===== src/rtl/coal_pkg.sv =====
package coal_pkg;
   localparam int REG_W      = 32;
   localparam int ADDR_RXCFG = 0;
   localparam int ADDR_TXCFG = 1;
   localparam int ADDR_STS   = 2;
   localparam int ADDR_MASK  = 3;
   localparam int BIT_RX_DLY = 30;
   localparam int BIT_TX_DLY = 28;
   localparam int BIT_RXQ0   = 16;
   localparam int MAX_RXQ    = 8;

   function automatic logic [REG_W-1:0] sts_valid(int nq);
      logic [REG_W-1:0] v;
      v = '0;
      v[BIT_RX_DLY] = 1'b1;
      v[BIT_TX_DLY] = 1'b1;
      for (int q = 0; q < nq; q++) v[BIT_RXQ0+q] = 1'b1;
      return v;
   endfunction
endpackage


===== src/rtl/coal_popcnt.sv =====
module coal_popcnt #(
   parameter int N  = 2,
   parameter int OW = 2
) (
   input  logic [N-1:0]  bits,
   output logic [OW-1:0] total
);
   generate
      if (N < 1) begin : g_bad_n
         $error("coal_popcnt: N must be at least 1");
      end
      if (N == 1) begin : g_single
         assign total = OW'(bits);
      end else begin : g_sum
         always_comb begin
            total = '0;
            for (int i = 0; i < N; i++) total = total + OW'(bits[i]);
         end
      end
   endgenerate
endmodule


===== src/rtl/coal_chan.sv =====
module coal_chan #(
   parameter int CNT_W   = 8,
   parameter int TIME_W  = 8,
   parameter int EV_W    = 2,
   parameter int CLK_DIV = 2500
) (
   input  logic              clk,
   input  logic              rst_n,
   input  logic [EV_W-1:0]   ev_num,
   input  logic [CNT_W-1:0]  max_cnt,
   input  logic [TIME_W-1:0] max_time,
   output logic              fire
);
   localparam int DIV_W = (CLK_DIV > 1) ? $clog2(CLK_DIV) : 1;
   localparam logic [DIV_W-1:0] DIV_LAST = DIV_W'(CLK_DIV - 1);

   generate
      if (CLK_DIV < 2) begin : g_bad_div
         $error("coal_chan: CLK_DIV must be at least 2");
      end
      if (EV_W > CNT_W) begin : g_bad_ev
         $error("coal_chan: EV_W must not exceed CNT_W");
      end
   endgenerate

   logic [CNT_W-1:0]  cnt_q;
   logic [TIME_W-1:0] tmr_q;
   logic [DIV_W-1:0]  div_q;
   logic [CNT_W:0]    cnt_wide;
   logic [CNT_W-1:0]  cnt_sum;
   logic              enabled, pending, cnt_hit, time_hit, tick;

   always_comb begin
      enabled  = (max_time != '0);
      pending  = (cnt_q != '0);
      cnt_hit  = (max_cnt != '0) && (cnt_q >= max_cnt);
      time_hit = (tmr_q >= max_time);
      fire     = enabled && pending && (cnt_hit || time_hit);
      tick     = pending && (div_q == DIV_LAST);
      cnt_wide = {1'b0, cnt_q} + (CNT_W+1)'(ev_num);
      cnt_sum  = cnt_wide[CNT_W] ? '1 : cnt_wide[CNT_W-1:0];
   end

   always_ff @(posedge clk or negedge rst_n) begin
      if (!rst_n) begin
         cnt_q <= '0;
         tmr_q <= '0;
         div_q <= '0;
      end else if (!enabled) begin
         cnt_q <= '0;
         tmr_q <= '0;
         div_q <= '0;
      end else if (fire) begin
         cnt_q <= CNT_W'(ev_num);
         tmr_q <= '0;
         div_q <= '0;
      end else begin
         cnt_q <= cnt_sum;
         if (pending) begin
            if (tick) begin
               div_q <= '0;
               if (tmr_q != '1) tmr_q <= tmr_q + 1'b1;
            end else begin
               div_q <= div_q + 1'b1;
            end
         end
      end
   end
endmodule


===== src/rtl/coal_regs.sv =====
module coal_regs
   import coal_pkg::*;
#(
   parameter int NUM_RXQ = 2,
   parameter int ADDR_W  = 3,
   parameter int CNT_W   = 8,
   parameter int TIME_W  = 8
) (
   input  logic              clk,
   input  logic              rst_n,
   input  logic              wr_en,
   input  logic [ADDR_W-1:0] wr_addr,
   input  logic [REG_W-1:0]  wr_data,
   input  logic [ADDR_W-1:0] rd_addr,
   input  logic [REG_W-1:0]  set_vec,
   output logic [REG_W-1:0]  rd_data,
   output logic [TIME_W-1:0] rx_time,
   output logic [CNT_W-1:0]  rx_cnt,
   output logic [TIME_W-1:0] tx_time,
   output logic [CNT_W-1:0]  tx_cnt,
   output logic [REG_W-1:0]  sts,
   output logic              irq
);
   localparam int CFG_W = CNT_W + TIME_W;
   localparam logic [REG_W-1:0] VALID = sts_valid(NUM_RXQ);

   logic [CFG_W-1:0] rx_cfg_q, tx_cfg_q;
   logic [REG_W-1:0] sts_q, mask_q, clr_vec;
   logic             hit_rx, hit_tx, hit_sts, hit_mask;

   always_comb begin
      hit_rx   = wr_en && (wr_addr == ADDR_W'(ADDR_RXCFG));
      hit_tx   = wr_en && (wr_addr == ADDR_W'(ADDR_TXCFG));
      hit_sts  = wr_en && (wr_addr == ADDR_W'(ADDR_STS));
      hit_mask = wr_en && (wr_addr == ADDR_W'(ADDR_MASK));
      clr_vec  = hit_sts ? wr_data : '0;
   end

   always_ff @(posedge clk or negedge rst_n) begin
      if (!rst_n) begin
         rx_cfg_q <= '0;
         tx_cfg_q <= '0;
         sts_q    <= '0;
         mask_q   <= '0;
      end else begin
         if (hit_rx)   rx_cfg_q <= wr_data[CFG_W-1:0];
         if (hit_tx)   tx_cfg_q <= wr_data[CFG_W-1:0];
         if (hit_mask) mask_q   <= wr_data & VALID;
         sts_q <= ((sts_q & ~clr_vec) | set_vec) & VALID;
      end
   end

   always_comb begin
      unique case (rd_addr)
         ADDR_W'(ADDR_RXCFG): rd_data = REG_W'(rx_cfg_q);
         ADDR_W'(ADDR_TXCFG): rd_data = REG_W'(tx_cfg_q);
         ADDR_W'(ADDR_STS):   rd_data = sts_q;
         ADDR_W'(ADDR_MASK):  rd_data = mask_q;
         default:             rd_data = '0;
      endcase
   end

   assign rx_time = rx_cfg_q[TIME_W-1:0];
   assign rx_cnt  = rx_cfg_q[TIME_W +: CNT_W];
   assign tx_time = tx_cfg_q[TIME_W-1:0];
   assign tx_cnt  = tx_cfg_q[TIME_W +: CNT_W];
   assign sts     = sts_q;
   assign irq     = |(sts_q & mask_q);
endmodule


===== src/rtl/irq_coalesce_top.sv =====
module irq_coalesce_top
   import coal_pkg::*;
#(
   parameter int NUM_RXQ = 2,
   parameter int CNT_W   = 8,
   parameter int TIME_W  = 8,
   parameter int ADDR_W  = 3,
   parameter int CLK_DIV = 2500
) (
   input  logic               clk,
   input  logic               rst_n,
   input  logic [NUM_RXQ-1:0] rx_done,
   input  logic               tx_done,
   input  logic               wr_en,
   input  logic [ADDR_W-1:0]  wr_addr,
   input  logic [REG_W-1:0]   wr_data,
   input  logic [ADDR_W-1:0]  rd_addr,
   output logic [REG_W-1:0]   rd_data,
   output logic               irq
);
   localparam int EV_RX_W = $clog2(NUM_RXQ + 1);

   generate
      if (NUM_RXQ < 1 || NUM_RXQ > MAX_RXQ) begin : g_bad_q
         $error("irq_coalesce_top: NUM_RXQ out of range");
      end
      if (CNT_W + TIME_W > REG_W) begin : g_bad_cfg
         $error("irq_coalesce_top: limit fields exceed register width");
      end
      if (ADDR_W < 2) begin : g_bad_addr
         $error("irq_coalesce_top: ADDR_W too small for the map");
      end
   endgenerate

   logic [EV_RX_W-1:0] rx_ev;
   logic [TIME_W-1:0]  rx_time, tx_time;
   logic [CNT_W-1:0]   rx_cnt, tx_cnt;
   logic               rx_fire, tx_fire;
   logic [REG_W-1:0]   set_vec, sts_w;

   coal_popcnt #(.N(NUM_RXQ), .OW(EV_RX_W)) u_rx_pop (
      .bits  (rx_done),
      .total (rx_ev)
   );

   coal_chan #(.CNT_W(CNT_W), .TIME_W(TIME_W), .EV_W(EV_RX_W), .CLK_DIV(CLK_DIV)) u_rx (
      .clk      (clk),
      .rst_n    (rst_n),
      .ev_num   (rx_ev),
      .max_cnt  (rx_cnt),
      .max_time (rx_time),
      .fire     (rx_fire)
   );

   coal_chan #(.CNT_W(CNT_W), .TIME_W(TIME_W), .EV_W(1), .CLK_DIV(CLK_DIV)) u_tx (
      .clk      (clk),
      .rst_n    (rst_n),
      .ev_num   (tx_done),
      .max_cnt  (tx_cnt),
      .max_time (tx_time),
      .fire     (tx_fire)
   );

   always_comb begin
      set_vec = '0;
      set_vec[BIT_RX_DLY] = rx_fire;
      set_vec[BIT_TX_DLY] = tx_fire;
   end

   generate
      for (genvar q = 0; q < NUM_RXQ; q++) begin : g_qset
         logic unused_q;
         assign unused_q = 1'b0;
      end
   endgenerate

   logic [REG_W-1:0] set_all;
   always_comb begin
      set_all = set_vec;
      set_all[BIT_RXQ0 +: NUM_RXQ] = rx_done;
   end

   coal_regs #(.NUM_RXQ(NUM_RXQ), .ADDR_W(ADDR_W), .CNT_W(CNT_W), .TIME_W(TIME_W)) u_regs (
      .clk     (clk),
      .rst_n   (rst_n),
      .wr_en   (wr_en),
      .wr_addr (wr_addr),
      .wr_data (wr_data),
      .rd_addr (rd_addr),
      .set_vec (set_all),
      .rd_data (rd_data),
      .rx_time (rx_time),
      .rx_cnt  (rx_cnt),
      .tx_time (tx_time),
      .tx_cnt  (tx_cnt),
      .sts     (sts_w),
      .irq     (irq)
   );
endmodule


===== config.mk =====
export PLATFORM = sky130hd
export DESIGN_NAME = irq_coalesce_top
export DESIGN_NICKNAME = d
export VERILOG_FILES = /design/src/rtl/coal_pkg.sv /design/src/rtl/coal_popcnt.sv /design/src/rtl/coal_chan.sv /design/src/rtl/coal_regs.sv /design/src/rtl/irq_coalesce_top.sv
export SDC_FILE = /design/constraint.sdc
export NUM_CORES = 1
export LEC_CHECK = 0
export BUFFER_PORTS_ARGS = -buffer_cell sky130_fd_sc_hd__buf_2
export CORE_MARGIN = 4
export CORE_UTILIZATION = 47
export DETAILED_ROUTE_END_ITERATION = 7
export HOLD_SLACK_MARGIN = 0.15
export PLACE_DENSITY = 0.64
export SYNTH_ARGS = -nofsm -noshare
export SYNTH_HDL_FRONTEND = slang
export SYNTH_SLANG_ARGS = --single-unit

===== constraint.sdc =====
create_clock -name clk -period 2.45 [get_ports clk]
set_input_delay 0.1225 -clock clk [delete_from_list [all_inputs] [get_ports clk]]
set_output_delay 0.1225 -clock clk [all_outputs]
set_load 0.005 [all_outputs]

==> results of run 1 <==
==> power breakdown <==
part	switching, uW	leakage [uW]	internal [uW]	total (uW)
Clock	603	0.000141	781	1380
Combinational	1110	0.00189	869	1980
Sequential	361	0.00123	1930	2290
Total	2070	0.00325	3580	5650
==> what timing repair did <==
action | in CTS | in global routing
hold buffers | 26 | 0
endpoints found under the setup margin | 1 | 17
gates cloned | 0 | 1
gates resized for setup | 1 | 9
hold endpoints to repair | 137 | 0
pin swaps | 0 | 1
buffers inserted | 0 | 1
==> layout by cell type, fill, tap and decap left out, drive strengths merged, types with 5 or more instances in the layout <==
cell,Yosys,routed
dfrtp,96,96
nand2,77,77
buf,18,69
nor2,65,65
inv,48,48
o21ai,48,48
ha,41,41
a21oi,34,34
dlygate4sd3,0,26
nand3,25,25
mux2i,21,21
nand4,14,14
xnor2,12,12
conb,1,12
xor2,11,11
nor4,11,11
clkbuf,11,9
a21o,8,9
mux2,8,8
nor3,8,8
and3,7,7
or3,7,7
nor4b,6,6
nor2b,5,5
a31oi,5,5
a211oi,5,5
==> area by class of cell <==
cell class | count | share of cell area
clock buffers | 9 | 0.0323
multi-input cells | 485 | 0.463
well taps | 168 | 0.0302
inverters | 48 | 0.0259
repair buffers | 95 | 0.0952
flip-flops and latches | 96 | 0.345
clock inverters | 6 | 0.00880
==> cells by family after synthesis <==
group	Yosys count
buffers and inverters	77
adder cells (fa/ha/maj)	42
AO/OA/AOI/OAI	129
multiplexers	29
other	1
XOR/XNOR	23
flip-flops	96
AND/OR/NAND/NOR	249
==> per-stage QoR <==
stage,area (um^2),std cells
3_3_place_gp,6370,864
3_5_place_dp,6370,864
6_report,6960,907
2_1_floorplan,5910,657
5_1_grt,6960,907
4_1_cts,6920,905
==> synthesized netlist by cell type (3+ instances only) <==
library cell and n:
a211oi_1 5, a21o_1 8, a21oi_1 32, a311oi_1 3, a31oi_1 5, and2_1 4, and3_1 7, buf_2 4
buf_4 14, clkbuf_1 11, dfrtp_1 96, ha_1 41, inv_1 48, mux2_2 8, mux2i_1 21, nand2_1 76
nand3_1 25, nand4_1 12, nor2_1 63, nor2b_1 5, nor3_1 8, nor4_1 10, nor4b_1 6, nor4bb_1 4
o21a_1 4, o21ai_0 43, o21ai_1 3, o31ai_1 3, or2_2 4, or3_1 7, xnor2_1 12, xor2_1 11
==> final timing paths <==
path                            cells after the start                          to  slack, ns                            from
worst min register to register                      2    u_regs.sts[30]$_DFF_PN0_       0.52        u_regs.sts[30]$_DFF_PN0_
worst max register to register                      8   u_rx.tmr_q[4]$_DFFE_PN0P_       0.11  u_regs.rx_cfg_q[8]$_DFFE_PN0P_
max in group asynchronous                           3  u_tx.div_q[10]$_DFFE_PN0P_       1.51                           rst_n
worst min-delay path                                2     u_rx.cnt_q[2]$_DFF_PN0_       0.23                           rst_n
worst max-delay path                                8   u_rx.tmr_q[4]$_DFFE_PN0P_       0.11  u_regs.rx_cfg_q[8]$_DFFE_PN0P_
min in group clk                                    5    u_regs.sts[30]$_DFF_PN0_       0.23                      wr_addr[0]
==> flip-flops by register name, summed over array words and instances (netlist names) <==
name and count:
u_rx.cnt_q 8, u_regs.tx_cfg_q 16, u_rx.div_q 12, u_regs.rx_cfg_q 16
u_tx.div_q 12, u_tx.tmr_q 8, u_tx.cnt_q 8, u_rx.tmr_q 8
u_regs.mask_q 4, u_regs.sts 4
==> per-layer routing <==
layer	part of all wire	up-vias
li1	-	2433
met1	0.47	2388
met2	0.45	157
met3	0.058	24
met4	0.021	0
met5	0	-
==> summary.md, run 1 <==
| Metric | Value |
|---|---|
| Slew Viols, Final | `0` |
| Count of unique library cells instantiated by Yosys | `64` |
| Clk_skew | `0.00679 ns` |
| Status | `finished clean` |
| CORE AREA | `around 12000 um^2` |
| Largest net degree at the start of global routing | `71` |
| Number of diodes | `0` |
| Pwr per Cell Area | `811 nW/um^2` |
| IO Count | `77` |
| DR WL/cell | `15.6 um` |
| Gr ovfl total | `0` |
| Core Util, Final | `0.575` |
| Cts bufs inserted | `9` |
| Fillers | `1075` |
| Global-route wire length before repair | `~24000 um` |
| Vias in the first global route | `between 4000 and 5000` |
| Multi-input logic area | `about 3200 um^2` |
| Skew-Pair Late Insertion Delay | `roughly 0.35 ns` |
| Minimum clock period after layout | `between 2 and 2.5 ns` |
| Leakage | `between 0.003 and 0.004 uW` |
| Top cell type's share of synthesized area | `0.409` |
| Die ar. | `approximately 14000 um^2` |
| Yosys top cell by area | `dfrtp_1` |
| Critical path cell sequence | `ha_1, nand2b_1, a2111oi_2, o21a_1, o211a_2, nor2_8, a41oi_1, a311oi_2` |
| Initial antenna violation count | `0` |
| Layout area overhead | `18.7%` |
| Worst setup SP type | `flop` |
| Crit-path leading delay family | `compound AO/OA/AOI/OAI gates` |
| Maximum VDD drop | `roughly 0.00037 V` |
| Register area share after synthesis | `0.409` |
| Vias/cell | `5.51` |
| Slowest cell on crit path | `dfrtp_1` |
| Met1 GRT Util | `0.287` |
| Clock sink count | `96` |
| Final worst-path cycle share | `0.954` |
| Largest family of logic cells by synthesized area | `simple AND/OR/NAND/NOR gates` |
| Fmax | `roughly 430 MHz` |
| Post-synthesis mux area share | `0.0512` |
| Area contributors post-synth | `dfrtp_1 41%, ha_1 8.7%, nand2_1 4.9%, nor2_1 4.0%, o21ai_0 3.7%` |
| Mapped Avg Cell Area | `just over 9 um^2` |
| First-pass iteration count of the detailed router | `5` |
| Gate count after technology mapping | `646` |
| H-tree Lvls | `3` |
| Final Power | `around 5600 uW` |
| Final wirelength | `approximately 14000 um` |
| Reg area | `between 2000 and 2500 um^2` |
| Crit-path max cell delay | `roughly 0.42 ns` |
| Setup WS pre-CTS | `between 0.015 and 0.02 ns` |
| Adder-cell share of the synthesized area | `0.0908` |
| Nets | `a little over 800` |
| Worst setup path class | `reg -> reg` |
| Fin. Hold Viols | `0` |
| Root Driver | `clkbuf_16` |
| Grt peak-use layer | `met2` |
| Die H | `~120 um` |
| MaxCap Viol Count | `0` |
| Drt drc | `0` |
| Worst path bufs/invs | `0` |
| RSZ-0062 raised after global routing | `yes` |
| Clock buffer depth | `2` |
| Vias | `between 5000 and 6000` |
| Asr flop ratio synth | `1.00` |
| Crit path setup slack, layout | `between 0.1 and 0.15 ns` |
| Synth warn | `0` |
| Critical Path RT | `2.66 ns` |
| Crit Path Max Fanout | `26` |
| Slew at the pin closest to its max-slew limit | `a little over 0.8 ns` |
| Met2 usage | `0.318` |
| Initial DRC count | `380` |
| Setup TNS | `0 ns` |
| Die width | `120 um` |
| Starting Density | `0.485` |
| Port Buffer Count | `52` |
| WP data arrival | `2.55 ns` |
| GPL Wtd Cong | `just under 0.9` |
| XOR/XNOR share of the synthesized area | `0.0343` |
| Share of cells above drive strength 1 | `0.162` |
| Clock-pin transition on the worst setup and hold timing paths | `about 0.070 ns` |
| Fraction of the mapped netlist area in compound gates | `0.139` |
| DP Wirelength | `between 10000 and 15000 um` |
| Synth Flop Type | `dfrtp_1` |
| Met3 Resource Use GR | `0.0438` |
| Number of synthesized flops with an enable pin | `0` |
| Synth Area in Simple Gates | `0.216` |
| Seq cells post-synth | `96` |
| Rows | `40` |
| CTS tree | `built` |
| Worst Hold Class | `in -> async` |
| GRT Overall Usage | `0.206` |
| Crit end category | `flop` |
| Post-Syn Area | `about 5900 um^2` |
| ANT nets after route | `0` |
| Hold slack final | `approximately 0.23 ns` |
| Setup-failing EPs final | `0` |
| Max-Slew Margin vs Limit | `0.443` |
No activity file was read; power rests on OpenSTA's default activity.
==> run 2: changes to the inputs <==
--- a/config.mk
+++ b/config.mk
@@ -8,6 +8,7 @@
 export BUFFER_PORTS_ARGS = -buffer_cell sky130_fd_sc_hd__buf_2
 export CORE_MARGIN = 4
 export CORE_UTILIZATION = 47
+export CTS_BUF_LIST = sky130_fd_sc_hd__clkbuf_4 sky130_fd_sc_hd__clkbuf_8
 export DETAILED_ROUTE_END_ITERATION = 7
 export HOLD_SLACK_MARGIN = 0.15
 export PLACE_DENSITY = 0.64
==> summary.md, run 2 (synthesis gave the netlist of run 1 again) <==
| Metric | Value |
|---|---|
| Status | `finished clean` |
| Initial antenna violation count | `0 (unchanged)` |
| Leakage | `0.00322 uW (-1.0%)` |
| Slew Viols, Final | `0 (unchanged)` |
| Number of diodes | `0 (unchanged)` |
| Largest net degree at the start of global routing | `71 (unchanged)` |
| Maximum VDD drop | `0.000285 V (-24%)` |
| CORE AREA | `12100 um^2 (unchanged)` |
| Commonest non-fill, non-tap cell in the layout | `dfrtp_1` |
| Commonest non-fill, non-tap cells in the layout | `96 x dfrtp_1, 76 x nand2_1, 62 x nor2_1` |
| Die ar. | `14300 um^2 (unchanged)` |
| Pwr per Cell Area | `770 nW/um^2 (-5.1%)` |
| Final worst-path cycle share | `0.956 (+0.00151)` |
| Setup TNS | `0 ns (unchanged)` |
| Crit Reg-Reg Endpoint | `u_rx.tmr_q[1]$_DFFE_PN0P_` |
| Setup-failing EPs final | `0 (unchanged)` |
| Crit end category | `flop` |
| Worst setup path class | `reg -> reg` |
| DP Wirelength | `10300 um (unchanged)` |
| Clock-pin transition on the worst setup and hold timing paths | `0.09 ns (+0.02 ns)` |
| CP startpoint | `u_regs.rx_cfg_q[8]$_DFFE_PN0P_` |
| GPL Wtd Cong | `0.888 (unchanged)` |
| First-pass iteration count of the detailed router | `5 (unchanged)` |
| Gr ovfl total | `0 (unchanged)` |
| Clock buffer depth | `2 (unchanged)` |
| H-tree Lvls | `3 (unchanged)` |
| Slew at the pin closest to its max-slew limit | `0.833 ns (+0.00965 ns)` |
| IO Count | `77 (unchanged)` |
| Max-Slew Margin vs Limit | `0.437 (-0.00652)` |
| ANT nets after route | `0 (unchanged)` |
| Crit path setup slack, layout | `0.109 ns (-0.00371 ns)` |
| Clock sink count | `96 (unchanged)` |
| Die H | `120 um (unchanged)` |
| Final Power | `5300 uW (-6.1%)` |
| Layout area overhead | `17.4%` |
| Core Util, Final | `0.569 (-0.00630)` |
| MaxCap Viol Count | `0 (unchanged)` |
| Vias in the first global route | `4916 (-1.0%)` |
| Worst reg2reg path startpoint | `u_regs.rx_cfg_q[8]$_DFFE_PN0P_` |
| Minimum clock period after layout | `2.34 ns (+0.00371 ns)` |
| Drt drc | `0 (unchanged)` |
| Share of cells above drive strength 1 | `0.167 (+0.00473)` |
| Crit Path Max Fanout | `26 (unchanged)` |
| Root Driver | `clkbuf_8` |
| Cts bufs inserted | `9 (unchanged)` |
| Top Registers | `u_regs.rx_cfg_q (16), u_regs.tx_cfg_q (16)` |
| DR WL/cell | `15.4 um (-1.0%)` |
| Vias/cell | `5.52 (about the same)` |
| Starting Density | `0.485 (unchanged)` |
| Fin. Hold Viols | `0 (unchanged)` |
| CTS tree | `built` |
| Final wirelength | `14000 um (-0.67%)` |
| Nets | `824 (+0.37%)` |
| Vias | `5019 (+0.34%)` |
| Reg2Reg Depth | `8 (unchanged)` |
| Worst Hold Class | `in -> async` |
| RSZ-0062 raised after global routing | `yes` |
| Rows | `40 (unchanged)` |
| Skew-Pair Late Insertion Delay | `0.37 ns (+0.02 ns)` |
| GRT Overall Usage | `0.202 (-0.00373)` |
| Clk_skew | `0.0104 ns (+0.00362 ns)` |
| Global-route wire length before repair | `23800 um (-1.2%)` |
| Port Buffer Count | `52 (unchanged)` |
| Initial DRC count | `434 (+14%)` |
| Critical Path RT | `2.71 ns (+0.05 ns)` |
| WP data arrival | `2.60 ns (+0.05 ns)` |
| Fmax | `427 MHz (-0.16%)` |
| Setup WS pre-CTS | `0.0163 ns (unchanged)` |
| Flop2flop setup slack | `0.11 ns (about the same)` |
| Die width | `120 um (unchanged)` |
| Worst setup SP type | `flop` |
run 2: cell count changes in the layout (fill, tap and decap cells not counted), sizes merged:
| cell | delta |
|---|---|
| buf | +3 |
run 2: worst max-delay path, cell delays in order, from the launching register on:
cell	delay, ns
dfrtp_1	0.43
ha_1	0.30
nand2b_1	0.16
a2111oi_2	0.38
o21a_1	0.23
o211a_2	0.25
nor2_8	0.09
nor4bb_2	0.21
a21o_1	0.18
run 2: metal layers:
metal	routed length (um)	vias up	GRT usage	part of all wire
met1	6520	2418	0.285	0.46
met3	805	19	0.0429	0.057
met4	213	0	0.0558	0.015
met5	0	-	0	0
li1	-	2434	-	-
met2	6510	148	0.317	0.46
run 2: repair_timing:
item | 4_1_cts | 5_1_grt
resized for setup | 2 | 9
pin swaps | 0 | 1
buffers inserted | 0 | 4
hold buffers | 26 | 0
cloned | 0 | 1
endpoints found under the setup margin | 2 | 17
endpoints found under the hold margin | 137 | 0
run 2: power breakdown:
part           internal [uW]  switching (uW)  total, uW
Clock                    463             555       1020
Combinational            891            1110       2000
Sequential              1920             360       2280
run 2: worst max path at each step:
stage,to,slack (ns),cells after the start
6_report,u_rx.tmr_q[1]$_DFFE_PN0P_,0.11,8
5_1_grt,u_rx.tmr_q[1]$_DFFE_PN0P_,-0.03,8
4_1_cts,u_rx.tmr_q[1]$_DFFE_PN0P_,0.03,8
3_5_place_dp,u_tx.tmr_q[4]$_DFFE_PN0P_,0.02,8
3_3_place_gp,u_rx.tmr_q[1]$_DFFE_PN0P_,0.11,9
2_1_floorplan,u_rx.tmr_q[2]$_DFFE_PN0P_,0.27,9
run 2: cell type report:
type	count	area, um^2
fillers	1093	5220
multi-input cells	485	3220
flip-flops and latches	96	2400
repair buffers	98	686
well taps	168	210
inverters	48	180
clock buffers	9	124
clock inverters	6	61.3
run 2: through the flow:
step / cell area [um^2] / cells / hold WS [ns]
3_3_place_gp: 6370 / 864 / 0.0611
5_1_grt: 6890 / 910 / 0.235
2_1_floorplan: 5910 / 657 / -0.173
3_5_place_dp: 6370 / 864 / 0.0685
6_report: 6890 / 910 / 0.205
4_1_cts: 6820 / 905 / 0.188
==> run 3: changes to the inputs <==
--- a/config.mk
+++ b/config.mk
@@ -5,13 +5,14 @@
 export SDC_FILE = /design/constraint.sdc
 export NUM_CORES = 1
 export LEC_CHECK = 0
-export BUFFER_PORTS_ARGS = -buffer_cell sky130_fd_sc_hd__buf_2
+export CORE_ASPECT_RATIO = 1.5
 export CORE_MARGIN = 4
 export CORE_UTILIZATION = 47
 export CTS_BUF_LIST = sky130_fd_sc_hd__clkbuf_4 sky130_fd_sc_hd__clkbuf_8
 export DETAILED_ROUTE_END_ITERATION = 7
+export DONT_BUFFER_PORTS = 1
 export HOLD_SLACK_MARGIN = 0.15
-export PLACE_DENSITY = 0.64
+export PLACE_DENSITY = 0.59
 export SYNTH_ARGS = -nofsm -noshare
 export SYNTH_HDL_FRONTEND = slang
 export SYNTH_SLANG_ARGS = --single-unit
==> summary.md, run 3 (synthesis gave the netlist of run 1 again) <==
| Metric | Value |
|---|---|
| Status | `finished clean` |
| Layout area overhead | `20.4%` |
| IO Count | `77 (unchanged)` |
| Initial antenna violation count | `0 (unchanged)` |
| Slew at the pin closest to its max-slew limit | `0.819 ns (-0.0144 ns)` |
| Number of diodes | `0 (unchanged)` |
| Commonest non-fill, non-tap cells in the layout | `96 x dfrtp_1, 75 x nand2_1, 62 x nor2_1` |
| RSZ-0062 raised after global routing | `yes` |
| First-pass iteration count of the detailed router | `5 (unchanged)` |
| Port Buffer Count | `0 (-100%)` |
| Global-route wire length before repair | `24400 um (+2.4%)` |
| Critical path cell sequence | `dlygate4sd3_1, nor4bb_4, buf_4, buf_4, nand2_1, dlygate4sd3_1, o21ai_0, dlygate4sd3_1` |
| MaxCap Viol Count | `0 (unchanged)` |
| Placed Cells incl. Taps | `808 (-6.5%)` |
| Initial DRC count | `217 (-50%)` |
| Flop2flop setup slack | `0.14 ns (+0.03 ns)` |
| Final Power | `5670 uW (+7.0%)` |
| GPL Wtd Cong | `0.842 (-5.2%)` |
| Cell mode on critical path | `dlygate4sd3_1` |
| Drt drc | `0 (unchanged)` |
| GRT Overall Usage | `0.212 (+0.0102)` |
| Worst reg2reg path startpoint | `u_regs.rx_cfg_q[2]$_DFFE_PN0P_` |
| Slew Viols, Final | `0 (unchanged)` |
| Critical Path RT | `2.77 ns (+0.06 ns)` |
| CTS tree | `built` |
| Rows | `49 (+23%)` |
| Slowest cell on crit path | `dlygate4sd3_1` |
| Clock-pin transition on the worst setup and hold timing paths | `0.10 ns (about the same)` |
| Crit Reg-Reg Endpoint | `u_rx.tmr_q[1]$_DFFE_PN0P_` |
| Die H | `145 um (+21%)` |
| Nets | `811 (-1.6%)` |
| Starting Density | `0.483 (-0.00110)` |
| Die width | `99.2 um (-17%)` |
| Worst setup SP type | `input pin` |
| H-tree Lvls | `3 (unchanged)` |
| Vias in the first global route | `5139 (+4.5%)` |
| DR WL/cell | `17.0 um (+10%)` |
| Crit end category | `flop` |
| Worst setup path class | `in -> reg` |
| Crit-path max cell delay | `0.60 ns (+0.17 ns)` |
| Die ar. | `14400 um^2 (+0.26%)` |
| Max-Slew Margin vs Limit | `0.447 (+0.00971)` |
| Leakage | `0.00320 uW (-0.49%)` |
| ANT nets after route | `0 (unchanged)` |
| Met2 usage | `0.395 (+0.0781)` |
| Crit Path Max Fanout | `10 (-62%)` |
| CORE AREA | `12100 um^2 (+0.23%)` |
| Clock buffer depth | `2 (unchanged)` |
| Worst Hold Class | `in -> reg` |
| Maximum VDD drop | `0.000536 V (+88%)` |
| Pwr per Cell Area | `803 nW/um^2 (+4.3%)` |
| Non-filler cells, final | `883 (-3.0%)` |
| Final worst-path cycle share | `0.962 (+0.00590)` |
| WHS Path Cells | `3` |
| Root Driver | `clkbuf_8` |
| Setup TNS | `0 ns (unchanged)` |
| Cts bufs inserted | `9 (unchanged)` |
| Vias | `4980 (-0.78%)` |
| Fin. Hold Viols | `0 (unchanged)` |
| Gr ovfl total | `0 (unchanged)` |
| Clock sink count | `96 (unchanged)` |
| Top Registers | `u_regs.rx_cfg_q (16), u_regs.tx_cfg_q (16)` |
| Share of cells above drive strength 1 | `0.122 (-0.0452)` |
| Final wirelength | `15000 um (+7.1%)` |
| Met3 Resource Use GR | `0.0355 (-0.00739)` |
| Minimum clock period after layout | `2.36 ns (+0.0144 ns)` |
| Met1 GRT Util | `0.236 (-0.0484)` |
| Vias/cell | `5.64 (+2.3%)` |
| Fmax | `424 MHz (-0.61%)` |
| WHS Endpoint | `u_regs.rx_cfg_q[10]$_DFFE_PN0P_` |
| Reg2Reg Depth | `10 (+2)` |
| Hold_sp | `wr_addr[0]` |
| WP data arrival | `2.68 ns (+0.08 ns)` |
| Commonest non-fill, non-tap cell in the layout | `dfrtp_1` |
| Skew-Pair Late Insertion Delay | `0.38 ns (about the same)` |
| DP Wirelength | `10800 um (+4.7%)` |
| Largest net degree at the start of global routing | `97 (+37%)` |
| Grt peak-use layer | `met2` |
| Setup-failing EPs final | `0 (unchanged)` |
| Clk_skew | `0.0103 ns (-0.0000821 ns)` |
-- run 3: per-stage QoR --
step / worst slack (ns) / utilization / hold slack [ns] / instance area (um^2)
floorplan: 0.273 / - / -0.173 / 5910
global placement: 0.0628 / 0.507 / -0.168 / 6160
detailed placement: 0.0413 / 0.507 / -0.168 / 6160
CTS: 0.0198 / 0.574 / 0.157 / 6970
global route: -0.0464 / 0.582 / 0.184 / 7070
finish: 0.0941 / 0.582 / 0.169 / 7070
-- run 3: area by class of cell --
cell class                 instances  area [um^2]
fill                            1074         5070
multi-input combinational        485         3240
sequential                        96         2400
timing repair buffer              85          792
tap                              153          191
inverter                          48          180
clock buffer                      12          159
clock inverter                     4         98.8
-- run 3: repair_timing --
action | 4_1_cts | 5_1_grt
endpoints found under the setup margin | 1 | 32
resized for setup | 1 | 15
setup buffers | 0 | 5
pin swaps | 0 | 5
gates cloned | 0 | 1
hold buffers | 53 | 0
hold endpoints to repair | 138 | 0
-- run 3: worst max-delay path, delay by kind of cell --
kind	cells	cell delay, ns
and+or+nand+nor	2	0.41
AOI/OAI and AO/OA	1	0.07
buffers and inverters	5	2.09
-- run 3: worst max path at each step --
stage                     slack [ns]                       startpoint                         endpoint  cells past startpoint
after floorplan                 0.27   u_regs.rx_cfg_q[8]$_DFFE_PN0P_        u_rx.tmr_q[2]$_DFFE_PN0P_                      9
after global placement          0.06   u_regs.rx_cfg_q[2]$_DFFE_PN0P_        u_rx.tmr_q[1]$_DFFE_PN0P_                     10
after detailed placement        0.04   u_regs.rx_cfg_q[2]$_DFFE_PN0P_        u_rx.tmr_q[1]$_DFFE_PN0P_                     10
after CTS                       0.02                       wr_addr[2]  u_regs.tx_cfg_q[13]$_DFFE_PN0P_                      7
after global routing           -0.05  u_regs.tx_cfg_q[14]$_DFFE_PN0P_        u_tx.tmr_q[4]$_DFFE_PN0P_                     10
final                           0.09                       wr_addr[2]  u_regs.tx_cfg_q[13]$_DFFE_PN0P_                      8
-- run 3: where the power goes --
group / total [uW] / switching, uW / internal [uW]
sequential: 2280 / 355 / 1920
combinational: 2060 / 1110 / 954
clock: 1330 / 584 / 750
total: 5670 / 2050 / 3630
-- run 3: layer usage --
metal,share of wire,vias up,routed length (um)
li1,-,2419,-
met1,0.40,2440,5990
met2,0.54,89,8160
met3,0.027,32,403
met4,0.033,0,495
met5,0,-,0
